## config.mk

```make
export PLATFORM = sky130hd
export DESIGN_NAME = core_idle_seq
export DESIGN_NICKNAME = d
export VERILOG_FILES = /design/src/rtl/cis_pkg.sv /design/src/rtl/cis_ack_timer.sv /design/src/rtl/cis_fsm.sv /design/src/rtl/cis_out_decode.sv /design/src/rtl/core_idle_seq.sv
export SDC_FILE = /design/constraint.sdc
export NUM_CORES = 1
export LEC_CHECK = 0
export BUFFER_PORTS_ARGS = -buffer_cell sky130_fd_sc_hd__buf_2
export CAP_MARGIN = 25
export CORE_ASPECT_RATIO = 0.6
export CORE_MARGIN = 2
export CORE_UTILIZATION = 55
export DETAILED_ROUTE_END_ITERATION = 10
export GPL_TIMING_DRIVEN = 0
export PLACE_DENSITY = 0.9
export SLEW_MARGIN = 10
export SYNTH_ARGS = -nofsm -noshare
export SYNTH_HDL_FRONTEND = slang
export SYNTH_HIERARCHICAL = 1
export SYNTH_SLANG_ARGS = --single-unit
```

## constraint.sdc

```tcl
create_clock -name clk -period 8.15 [get_ports clk]
set_input_delay 0.815 -clock clk [delete_from_list [all_inputs] [get_ports clk]]
set_output_delay 0.815 -clock clk [all_outputs]
set_load 0.01 [all_outputs]
```

## src/rtl/cis_pkg.sv

```systemverilog
// Shared types for the core idle sequencer.
// Assumes: phase codes are decoded by neighbouring logic and stay fixed.
package cis_pkg;
    localparam int PHASE_W = 3;
    localparam int MODE_W  = 2;

    typedef enum logic [MODE_W-1:0] {
        MD_STBY = 2'd0,
        MD_RET  = 2'd1,
        MD_PD   = 2'd2,
        MD_DFLT = 2'd3
    } mode_t;

    typedef enum logic [PHASE_W-1:0] {
        PH_RUN   = 3'd0,
        PH_PREP  = 3'd1,
        PH_ENTRY = 3'd2,
        PH_IDLE  = 3'd3,
        PH_EXIT  = 3'd4
    } phase_t;

    typedef enum logic [2:0] {
        ST_RUN,
        ST_PREP,
        ST_ENT,
        ST_IDLE,
        ST_XPWR,
        ST_XCACHE
    } step_t;
endpackage

```

## src/rtl/cis_ack_timer.sv

```systemverilog
// Counts consecutive unacknowledged cycles of a rail change and raises a
// sticky error once the programmed limit is reached.
// Assumes: waiting is high only while a power-good acknowledge is awaited.
module cis_ack_timer #(
    parameter int TMO_W = 16
) (
    input  logic             clk,
    input  logic             rst_n,
    input  logic             waiting,
    input  logic             ack,
    input  logic [TMO_W-1:0] limit,
    output logic             err
);
    localparam logic [TMO_W-1:0] ONE = {{(TMO_W-1){1'b0}}, 1'b1};

    logic [TMO_W-1:0] cnt;

    // Wait counter and sticky error flag.
    always_ff @(posedge clk) begin
        if (!rst_n) begin
            cnt <= '0;
            err <= 1'b0;
        end else if (waiting && !ack && (limit != '0)) begin
            if (cnt == limit - ONE) begin
                err <= 1'b1;
            end else begin
                cnt <= cnt + ONE;
            end
        end else begin
            cnt <= '0;
        end
    end
endmodule

```

## src/rtl/cis_fsm.sv

```systemverilog
// Step sequencer: walks run, prepare, entry, idle, exit and captures the
// mode at request time. Emits cancel and resume pulses.
// Assumes: acknowledges are level signals held until consumed.
module cis_fsm
    import cis_pkg::*;
(
    input  logic              clk,
    input  logic              rst_n,
    input  logic              idle_req,
    input  logic [MODE_W-1:0] idle_mode,
    input  logic              skip_prep,
    input  logic              wake,
    input  logic              prep_done,
    input  logic              pwr_ack,
    input  logic              cache_ack,
    output step_t             st,
    output mode_t             mode_q,
    output logic              abort_o,
    output logic              resume_o
);
    step_t nxt;
    mode_t req_mode;

    // Map the reserved mode code onto the default standby sequence.
    always_comb begin
        if (mode_t'(idle_mode) == MD_DFLT) req_mode = MD_STBY;
        else                               req_mode = mode_t'(idle_mode);
    end

    // Next-step selection.
    always_comb begin
        nxt = st;
        unique case (st)
            ST_RUN:    if (idle_req) nxt = skip_prep ? ST_ENT : ST_PREP;
            ST_PREP:   if (wake) nxt = ST_RUN;
                       else if (prep_done) nxt = ST_ENT;
            ST_ENT:    if (mode_q == MD_STBY || pwr_ack) nxt = ST_IDLE;
            ST_IDLE:   if (wake) nxt = (mode_q == MD_STBY) ? ST_XCACHE : ST_XPWR;
            ST_XPWR:   if (pwr_ack) nxt = ST_XCACHE;
            ST_XCACHE: if (cache_ack) nxt = ST_RUN;
            default:   nxt = ST_RUN;
        endcase
    end

    // Step register, captured mode and one-cycle pulses.
    always_ff @(posedge clk) begin
        if (!rst_n) begin
            st       <= ST_RUN;
            mode_q   <= MD_STBY;
            abort_o  <= 1'b0;
            resume_o <= 1'b0;
        end else begin
            st       <= nxt;
            abort_o  <= (st == ST_PREP) && (nxt == ST_RUN);
            resume_o <= (st == ST_XCACHE) && (nxt == ST_RUN);
            if (st == ST_RUN && idle_req) begin
                mode_q <= req_mode;
            end else if (nxt == ST_RUN) begin
                mode_q <= MD_STBY;
            end
        end
    end
endmodule

```

## src/rtl/cis_out_decode.sv

```systemverilog
// Decodes step and captured mode into the power controls and phase code.
// Assumes: outputs are consumed as levels; cache standby follows all_idle live.
module cis_out_decode
    import cis_pkg::*;
(
    input  step_t              st,
    input  mode_t              mode_q,
    input  logic               all_idle,
    output logic [PHASE_W-1:0] phase,
    output logic               clk_gate,
    output logic               ret_en,
    output logic               pwr_off,
    output logic               cache_stby,
    output logic               core_rst,
    output logic               waiting
);
    logic low_side;
    logic gated;

    // Phase code and control levels per step.
    always_comb begin
        unique case (st)
            ST_RUN:            phase = PH_RUN;
            ST_PREP:           phase = PH_PREP;
            ST_ENT:            phase = PH_ENTRY;
            ST_IDLE:           phase = PH_IDLE;
            ST_XPWR, ST_XCACHE: phase = PH_EXIT;
            default:           phase = PH_RUN;
        endcase
        low_side   = (st == ST_ENT) || (st == ST_IDLE);
        gated      = low_side || (st == ST_XPWR) || (st == ST_XCACHE);
        clk_gate   = gated;
        ret_en     = low_side && (mode_q == MD_RET);
        pwr_off    = low_side && (mode_q == MD_PD);
        core_rst   = gated && (mode_q == MD_PD);
        cache_stby = (st == ST_IDLE) && all_idle;
        waiting    = ((st == ST_ENT) && (mode_q != MD_STBY)) || (st == ST_XPWR);
    end
endmodule

```

## src/rtl/core_idle_seq.sv

```systemverilog
// Core idle entry/exit sequencer top: step sequencer, output decode and
// acknowledge timeout.
// Assumes: all inputs are synchronous to clk.
module core_idle_seq
    import cis_pkg::*;
#(
    parameter int TMO_W = 16
) (
    input  logic               clk,
    input  logic               rst_n,
    input  logic               idle_req,
    input  logic [MODE_W-1:0]  idle_mode,
    input  logic               skip_prep,
    input  logic               wake,
    input  logic               all_idle,
    input  logic               prep_done,
    input  logic               pwr_ack,
    input  logic               cache_ack,
    input  logic [TMO_W-1:0]   tmo_limit,
    output logic [PHASE_W-1:0] phase,
    output logic               clk_gate,
    output logic               ret_en,
    output logic               pwr_off,
    output logic               cache_stby,
    output logic               core_rst,
    output logic               abort_pulse,
    output logic               resume_pulse,
    output logic               ack_err
);
    step_t st;
    mode_t mode_q;
    logic  waiting;

    cis_fsm u_fsm (
        .clk       (clk),
        .rst_n     (rst_n),
        .idle_req  (idle_req),
        .idle_mode (idle_mode),
        .skip_prep (skip_prep),
        .wake      (wake),
        .prep_done (prep_done),
        .pwr_ack   (pwr_ack),
        .cache_ack (cache_ack),
        .st        (st),
        .mode_q    (mode_q),
        .abort_o   (abort_pulse),
        .resume_o  (resume_pulse)
    );

    cis_out_decode u_dec (
        .st         (st),
        .mode_q     (mode_q),
        .all_idle   (all_idle),
        .phase      (phase),
        .clk_gate   (clk_gate),
        .ret_en     (ret_en),
        .pwr_off    (pwr_off),
        .cache_stby (cache_stby),
        .core_rst   (core_rst),
        .waiting    (waiting)
    );

    cis_ack_timer #(.TMO_W(TMO_W)) u_tmr (
        .clk     (clk),
        .rst_n   (rst_n),
        .waiting (waiting),
        .ack     (pwr_ack),
        .limit   (tmo_limit),
        .err     (ack_err)
    );
endmodule

```

; Word-level counts from Yosys, hierarchy flattened
; Cells that the tools add are included.
[op_classes]
addsub = 2
n_eq_ne = 9
n_mux = 14
reduce_logical = 25
[ops]
columns = operator, n
row1 = $mux 3, 7
row2 = $pmux 3 s6, 1
row3 = $add 16x1->16 const B, 1
row4 = $eq 16x16->1, 1
row5 = $reduce_bool 16->1, 1
row6 = $sub 16x1->16 const B, 1
row7 = $pmux 3 s4, 1
row8 = $logic_and 1x1->1, 10
row9 = $mux 2, 4
row10 = $eq 3x2->1 const B, 2
row11 = $eq 3x3->1 const B, 2
row12 = $logic_not 3->1, 2
row13 = $logic_or 1x1->1, 5
row14 = $eq 2x2->1 const B, 2
row15 = $reduce_and 2->1, 2
row16 = $reduce_bool 2->1, 2
row17 = $eq 3x1->1 const B, 1
row18 = $eq 2x1->1 const B, 1
row19 = $logic_not 2->1, 1
row20 = $reduce_or 2->1, 1
row21 = $logic_not 1->1, 1
row22 = $mux 1, 1
[totals]
ff_bits = 24
inputBits = 27
wordCells = 56

; Depth between registers and ports, before layout
; Gate-level depths: netlist of run 1.
[depth]
ltp_word = 7
depth_mapped = 13
mapped_depth_nobuf = 10

; By module
; Netlist of run 1, hierarchy kept.
[by_module_without_submodules]
columns = mod, instances, cells_per_inst, area_per_inst_um2, seq_area_each_um2
row1 = cis_ack_timer, 1, 180, 1425.1, 340.3
row2 = cis_fsm, 1, 43, 375.4, 140.1
row3 = cis_out_decode, 1, 13, 91.3, 0.0

; Worst setup path before layout of run 1
; No wires, ideal clock.
[synth_path]
path_kind = input-to-reg
startpoint = input tmo_limit[2]
endpoint = register u_tmr.cnt[1]
setup_time_ps = 128
arrival_ps = 3031
path_slack_ps = 4991
path_stages = 10
path_buffers = 2
cell_sequence = or4_4 > or4_1 > a211oi_1 > a211oi_1 > a211oi_2 > and2_4 > buf_6 > buf_12 > mux2i_1 > nor2_1
[synth_between]
elab_chain_cells = 3
[synth_rtl]
columns = element, line_no
row1 = from (decl), core_idle_seq.sv:19  ; input logic [TMO_W-1:0] tmo_limit,
row2 = "parallel branches: the longest is 3 deep, another holds $sub 16x1->16", n/a
row3 = to (signal assigned), cis_ack_timer.sv:27  ; cnt <= cnt + ONE;
row4 = to (decl), cis_ack_timer.sv:16  ; logic [TMO_W-1:0] cnt;
; Several ways; the timed one is not identified.
; A chain may end at the register's enable or synchronous reset.

; Worst setup path after layout of run 1
[layout_path]
startpoint = input tmo_limit[0]
endpoint = register u_tmr.cnt[1]
; Same word-level chain as after synthesis.

==> results of run 1 <==
==> worst paths after layout <==
kind                                    from           end  slack [ns]
worst max register to register  u_tmr/cnt[5]  u_tmr/cnt[1]        5.42
worst min register to register     u_tmr/err     u_tmr/err        0.50
worst max-delay path            tmo_limit[0]  u_tmr/cnt[1]        4.61
worst min-delay path               u_tmr/err     u_tmr/err        0.50
==> Yosys cell counts, drive strengths merged, types with 6 or more instances <==
| cell | count |
|---|---|
| a21oi | 16 |
| dfxtp | 24 |
| inv | 10 |
| nand2 | 17 |
| nand3 | 10 |
| nand4 | 10 |
| nor2 | 19 |
| nor3 | 9 |
| o21ai | 13 |
| or3 | 9 |
| or4 | 6 |
| xnor2 | 15 |
| xor2 | 6 |
==> worst max-delay path, delay by kind of cell <==
family	cells	cell delay, ns
buffers and inverters	5	0.82
AOI/OAI and AO/OA	2	0.85
adders and majority gates	1	0.13
xor gates and xnor gates	1	0.09
muxes	1	0.18
and+or+nand+nor	4	0.79
==> report_power, final <==
part | switching [W] | total, W | internal, W
Sequential | 0.00000327 | 0.000122 | 0.000119
Combinational | 0.0000293 | 0.0000520 | 0.0000227
Clock | 0.0000386 | 0.000104 | 0.0000657
Total | 0.0000712 | 0.000279 | 0.000207
==> routing by layer <==
metal	vias up	track usage [%]
met3	2	4.07
met1	890	39.6
met5	-	0
met4	0	3.74
li1	971	-
met2	85	36.1
==> through the flow <==
step                      cell area (um2)  util, %  worst slack [ns]
after floorplan                      1890        -              4.99
after global placement               2130     65.4              4.42
after detailed placement             2130     65.4              4.39
after CTS                            2200     67.6              4.66
after global routing                 2200     67.6              4.32
final                                2200     67.6              4.61
==> logic make-up after synthesis <==
| family | count (synthesis) |
|---|---|
| simple gates | 112 |
| compound gates | 56 |
| flops | 24 |
| xor+xnor | 22 |
| buf+inv | 18 |
| mux | 2 |
| fa+ha+maj | 2 |
==> cells in the final DEF, fill, tap and decap left out, types with 3 or more instances in the layout <==
| master | instances |
|---|---|
| buf_2 | 37 |
| dfxtp_1 | 24 |
| nor2_1 | 18 |
| nand2_1 | 17 |
| a21oi_1 | 15 |
| xnor2_1 | 15 |
| nand3_1 | 10 |
| inv_1 | 9 |
| or3_1 | 9 |
| nor3_1 | 8 |
| nand4_1 | 8 |
| o21ai_1 | 8 |
| xor2_1 | 6 |
| and3_1 | 5 |
| nor2b_1 | 5 |
| or4_1 | 5 |
| o21ai_0 | 4 |
| clkbuf_1 | 4 |
| o31ai_1 | 4 |
| clkbuf_8 | 3 |
| a211oi_1 | 3 |
==> final cells by class <==
| type | instances | area share, % |
|---|---|---|
| Tap cell | 45 | 2.55 |
| Clock buffer | 3 | 1.87 |
| Clock inverter | 1 | 1.36 |
| Inverter | 10 | 1.70 |
| Multi-Input combinational cell | 194 | 59.4 |
| Sequential cell | 24 | 21.8 |
| Timing Repair Buffer | 37 | 8.40 |
| Buffer | 8 | 2.95 |
==> flip-flops by register name, indices dropped and copies added (netlist names) <==
signal / cells
u_fsm/mode_q: 2
u_fsm/resume_o: 1
u_tmr/cnt: 16
u_fsm/st: 3
u_tmr/err: 1
u_fsm/abort_o: 1
==> results.toml, run 1 <==
[global_routing]
grt_pass1_vias = 1701
grt_start_max_net_pins = 15
antenna_found_initial = 0
grt_first_pass_wirelength_um = 7930
grt.overflow.total = 0
grt_usage_pct = 25.2

[placement]
gp_congestion = 0.892
dp.cells = 318
portBuffers = 37
place_hpwl_um = 3580

[routing]
wirelength_um = 4620
route.met3.wl_um = 425
maxUsedRoutingLayer = "met4"
wire_per_inst_um = 14.3
postRouteAntennaNets = 0
drtIter0Drc = 169
drtPass1Iterations = 4
drc_errors = 0
wl_met1_um = 2320
routed-wl-met2_um = 1850
vias = 1948
drt-vias-per-instance = 6.05

[power_and_ir_drop]
p_per_area_nw_per_um2 = 126
ir_drop_mv = 0.0921
power.leakage_nw = 0.849
power.total_w = 0.000279

[worst_setup_path]
reg2reg_depth = 10
crit_required_ns = 8.30
start_kind = "input pin"
path_cells = "buf_2 -> inv_1 -> ha_1 -> clkbuf_1 -> nor3b_1 -> xnor2_1 -> a2111oi_0 -> nand4_1 -> a211oi_2 -> and2_4 -> buf_6 -> buf_12 -> mux2i_1 -> nor2_1"
criticalPathCategory = "in -> reg"
cp.arrival_ns = 3.69
cp_slowest_stage_delay_ns = 0.46
endpoint_kind = "register"
cp_slowest_cell = "a2111oi_0"
cp_max_fo = 10

[cells_and_area]
multiInputGateArea_um2 = 1310
syn2layout_area_growth_pct = 16.5
fin_nets = 307
antennaDiodeCount = 0
layout.cells.non_filler = 322
fillCellCount = 259
regArea_um2 = 480
drive_gt1_share_pct = 22.4

[timing]
post-route-period-util_pct = 43.4
slew_viol_final = 0
final-setup-viol-count = 0
period_needed_ns = 3.54
tightest_slew_ns = 0.570
max_freq_ghz = 0.283
fin_worst_hold_slack_ns = 0.498
fin_setup_tns_ns = 0
hold_viol = 0
maxSlewHeadroom_pct = 61.8
grt_setup_unrepaired = "false"
clock-skew-final_ns = 0.00542

[synth]
syn_area_um2 = 1890
synth_top_family_by_area = "simple AND/OR/NAND/NOR gates"
ys_ff_latch = 24
synth_compound_area_share_pct = 19.8
syn_area_per_cell_um2 = 8.02
synth_warnings = 6
synth_top_area_share_pct = 25.4
synthesis.nets = 265
synth_fa_ha_area_share_pct = 1.32
synthMuxAreaShare_pct = 1.06
synth_top_cell_by_area = "dfxtp_1"
synth_edf_count = 0
async_reset_ff_share_pct = 0
syn_inst = 236
synth-xor-area-share_pct = 10.9
synth-simple-area-share_pct = 36.1
synth.distinct_cells = 65
synth_area_leaders = "dfxtp_1 (25%), xnor2_1 (6.9%), a21oi_1 (4.0%)"
yosysSeqAreaShare_pct = 25.4
yosys_most_used_dff = "dfxtp_1"

[hold_path]
hold_path_class = "reg -> reg"
whs_path_depth = 1

[flow_run]
drv_cap = 0

[clock_tree]
cts.hold.buffers_added = 0
clk_pin_slew_ns = 0.09
cts_sinks = 24
cts_setup_buffers = 0
cts_tree = "done"
clockBufferDepth = 2
clk_latency_ns = 0.27
cts_resized = 0
cts_max_level = 1
cts_buffers = 3
ctsRootBufferMaster = "clkbuf_8"

[floorplanning]
die_area_um2 = 3940
num_rows = 16
coreArea_um2 = 3260
start_util_pct = 58.0
dieHeight_um = 49.4
die_width_um = 79.7
ioPinCount = 38

[run_status]
run_status = "finished, final reports clean"
No activity file was read; power rests on OpenSTA's default activity.
==> run 2, diff against run 1 <==
- ABC_AREA: not set -> 1
- PLACE_DENSITY: 0.9 -> 0.88
- clock period: 8.15 -> 3.4 ns (I/O delays scaled with it)
==> run 2 against run 1 <==
Core utilization shrank 3.1 points. Sequential share of layout area shrank 3.5 points. Sequential cell count is the same. Area after synthesis grew 23%. Worst hold slack lost 0.16 ns. Die area grew 21%. First-iteration DRC count shrank 1.8%. Clock-buffer cell count is the same. Global-route usage shrank 0.90 points. Via count grew 28%. Synthesized cell count grew 64%. Largest cell class unchanged. Highest routed layer unchanged.
==> results.toml, run 2 <==
[placement]
gp_congestion = 0.945
place_hpwl_um = 4670
portBuffers = 37

[global_routing]
gr-max-usage-layer = "met2"
gr-usage-met1_pct = 35.0
antenna_found_initial = 0
grt_pass1_vias = 2080
grt_use_met2_pct = 38.3
grt_usage_pct = 24.3
grt_first_pass_wirelength_um = 9030
grt_start_max_net_pins = 13
grt_use_met3_pct = 5.43
grt.overflow.total = 0

[synth]
async_reset_ff_share_pct = 0
syn_area_um2 = 2330
syn_area_per_cell_um2 = 6.01
yosysSeqAreaShare_pct = 20.6
synth_top_area_share_pct = 20.6
syn_inst = 387
yosysMostFrequentCell = "nand2_1"
synth_edf_count = 0
synthesis.nets = 416
synth_warnings = 6
ys_top_cells_by_count = "nand2_1 (105), inv_1 (53), nor2_1 (53)"
synth_area_leaders = "dfxtp_1 (21%), nand2_1 (17%), inv_1 (8.5%)"
synth.distinct_cells = 34
ys_ff_latch = 24
yosys_most_used_dff = "dfxtp_1"
synth_top_cell_by_area = "dfxtp_1"

[cells_and_area]
fin_nets = 458
fillCellCount = 358
largest_reg_flops = 16
syn2layout_area_growth_pct = 13.0
final_common_cell = "nand2_1"
drive_gt1_share_pct = 22.7
post-route-util_pct = 64.5
final_cell_mix = "nand2_1 (105), nor2_1 (53), inv_1 (53)"
multiInputGateArea_um2 = 1570
regArea_um2 = 480
antennaDiodeCount = 0
top_register = "u_tmr/cnt"
largestRegisters = "u_tmr/cnt: 16 flops, u_fsm/st: 3 flops, u_fsm/mode_q: 2 flops"

[routing]
wire_per_inst_um = 11.5
drtPass1Iterations = 6
postRouteAntennaNets = 0
drt-vias-per-instance = 5.13
drc_errors = 0
wirelength_um = 5610
drtIter0Drc = 166
vias = 2500

[worst_setup_path]
cp.arrival_ns = 2.13
path_delay_family = "simple AND/OR/NAND/NOR gates"
path_cells = "buf_2 -> inv_2 -> ha_1 -> nand3_4 -> nor2_8 -> nand2_2 -> xor2_2 -> nand3_1 -> nor2_4 -> nand3_4 -> buf_6 -> a21oi_1 -> nor2_1"
cp_max_fo = 10
worst-path-stages = 13
endpoint_kind = "register"
cp_slowest_stage_delay_ns = 0.25
start_kind = "input pin"
critical_path.most_common_cell = "nand3_4"
critPathBufInv = 3
cp_slowest_cell = "ha_1"
reg2reg_depth = 12
criticalPathCategory = "in -> reg"
crit_required_ns = 3.55

[clock_tree]
ctsRootBufferMaster = "clkbuf_8"
cts_max_level = 1
cts.hold.buffers_added = 0
cts_resized = 0
cts_setup_buffers = 0
clockBufferDepth = 2
clk_pin_slew_ns = 0.08
cts_tree = "done"
cts_buffers = 3
cts_sinks = 24
clk_latency_ns = 0.26

[power_and_ir_drop]
p_per_area_nw_per_um2 = 271
ir_drop_mv = 0.198
power.leakage_nw = 1.29

[timing]
hold_viol = 0
tightest_slew_ns = 0.471
slew_viol_final = 0
clock-skew-final_ns = 0.00637
period_needed_ns = 1.98
maxSlewHeadroom_pct = 68.6
grt_setup_unrepaired = "false"
final-setup-viol-count = 0
fin_setup_tns_ns = 0
max_freq_ghz = 0.505
post-route-period-util_pct = 58.2

[floorplanning]
die_width_um = 88.0
num_rows = 18
start_util_pct = 57.1
coreArea_um2 = 4080
die_area_um2 = 4780
dieHeight_um = 54.4
ioPinCount = 38

[hold_path]
hold_path_class = "in -> reg"
whs_path_depth = 3

[run_status]
run_status = "finished, final reports clean"

[flow_run]
drv_cap = 0
## run 2: cell types whose count changed after synthesis, moves of 7 or more
cell	before	now
nand3_2	0	9
nor2_1	18	53
inv_1	9	53
nor2_2	1	13
nand3_1	10	35
inv_2	1	8
or3_1	9	0
nand2_1	17	105
nand2_2	0	9
xnor2_1	15	4
## run 2: cells by family (layout without fill, tap and decap cells)
kind of cell / count (synthesis) / count (layout) / synth area share, %
AOI/OAI and AO/OA: 29 / 29 / 6.67
adders and majority gates: 2 / 2 / 1.08
DFF: 24 / 24 / 20.6
buffers and inverters: 66 / 106 / 11.8
xor gates and xnor gates: 16 / 16 / 6.34
and+or+nand+nor: 250 / 250 / 53.4
## run 2: report_power, final
group / switching (W) / internal (W) / total, W / leakage (nW)
combinational: 0.000150 / 0.0000855 / 0.000235 / 1.07
clock: 0.0000823 / 0.0000791 / 0.000161 / 0.0216
sequential: 0.0000243 / 0.000291 / 0.000315 / 0.194
## run 2: cell type report
type                    instances  area share (%)
plain buffers                   5            1.76
flip-flops and latches         24            18.3
multi-input cells             297            59.8
well taps                      60            2.86
inverters                      61            8.71
clock buffers                   3            1.57
repair buffers                 37            7.04
## run 2: worst paths after layout
check	endpoint	from	slack (ns)
setup / recovery	u_tmr/cnt[9]	tmo_limit[0]	1.42
hold / removal	u_fsm/st[2]	rst_n	0.34
setup reg to reg	u_tmr/cnt[9]	u_tmr/cnt[3]	1.49
hold reg to reg	u_tmr/err	u_tmr/err	0.46
## run 2: tightest hold or removal path, delay by kind of cell
kind | cells | cell delay, ns
buffers and inverters | 2 | 0.18
and+or+nand+nor | 1 | 0.06
## run 2: layer usage
layer	share of wire [%]	routed length, um
met1	51	2880
met2	39	2220
met3	8.8	494
met4	0.39	22
met5	0	0
## run 2: per-stage QoR
stage	instance area, um2	cells	power (W)	hold slack (ns)	setup slack (ns)
floorplan	2330	387	0.000481	0.438	1.56
global placement	2590	484	0.000542	0.441	1.24
detailed placement	2590	484	0.000551	0.456	1.19
CTS	2630	487	0.000711	0.343	1.46
global route	2630	487	0.000760	0.349	1.25
finish	2630	487	0.000712	0.342	1.42
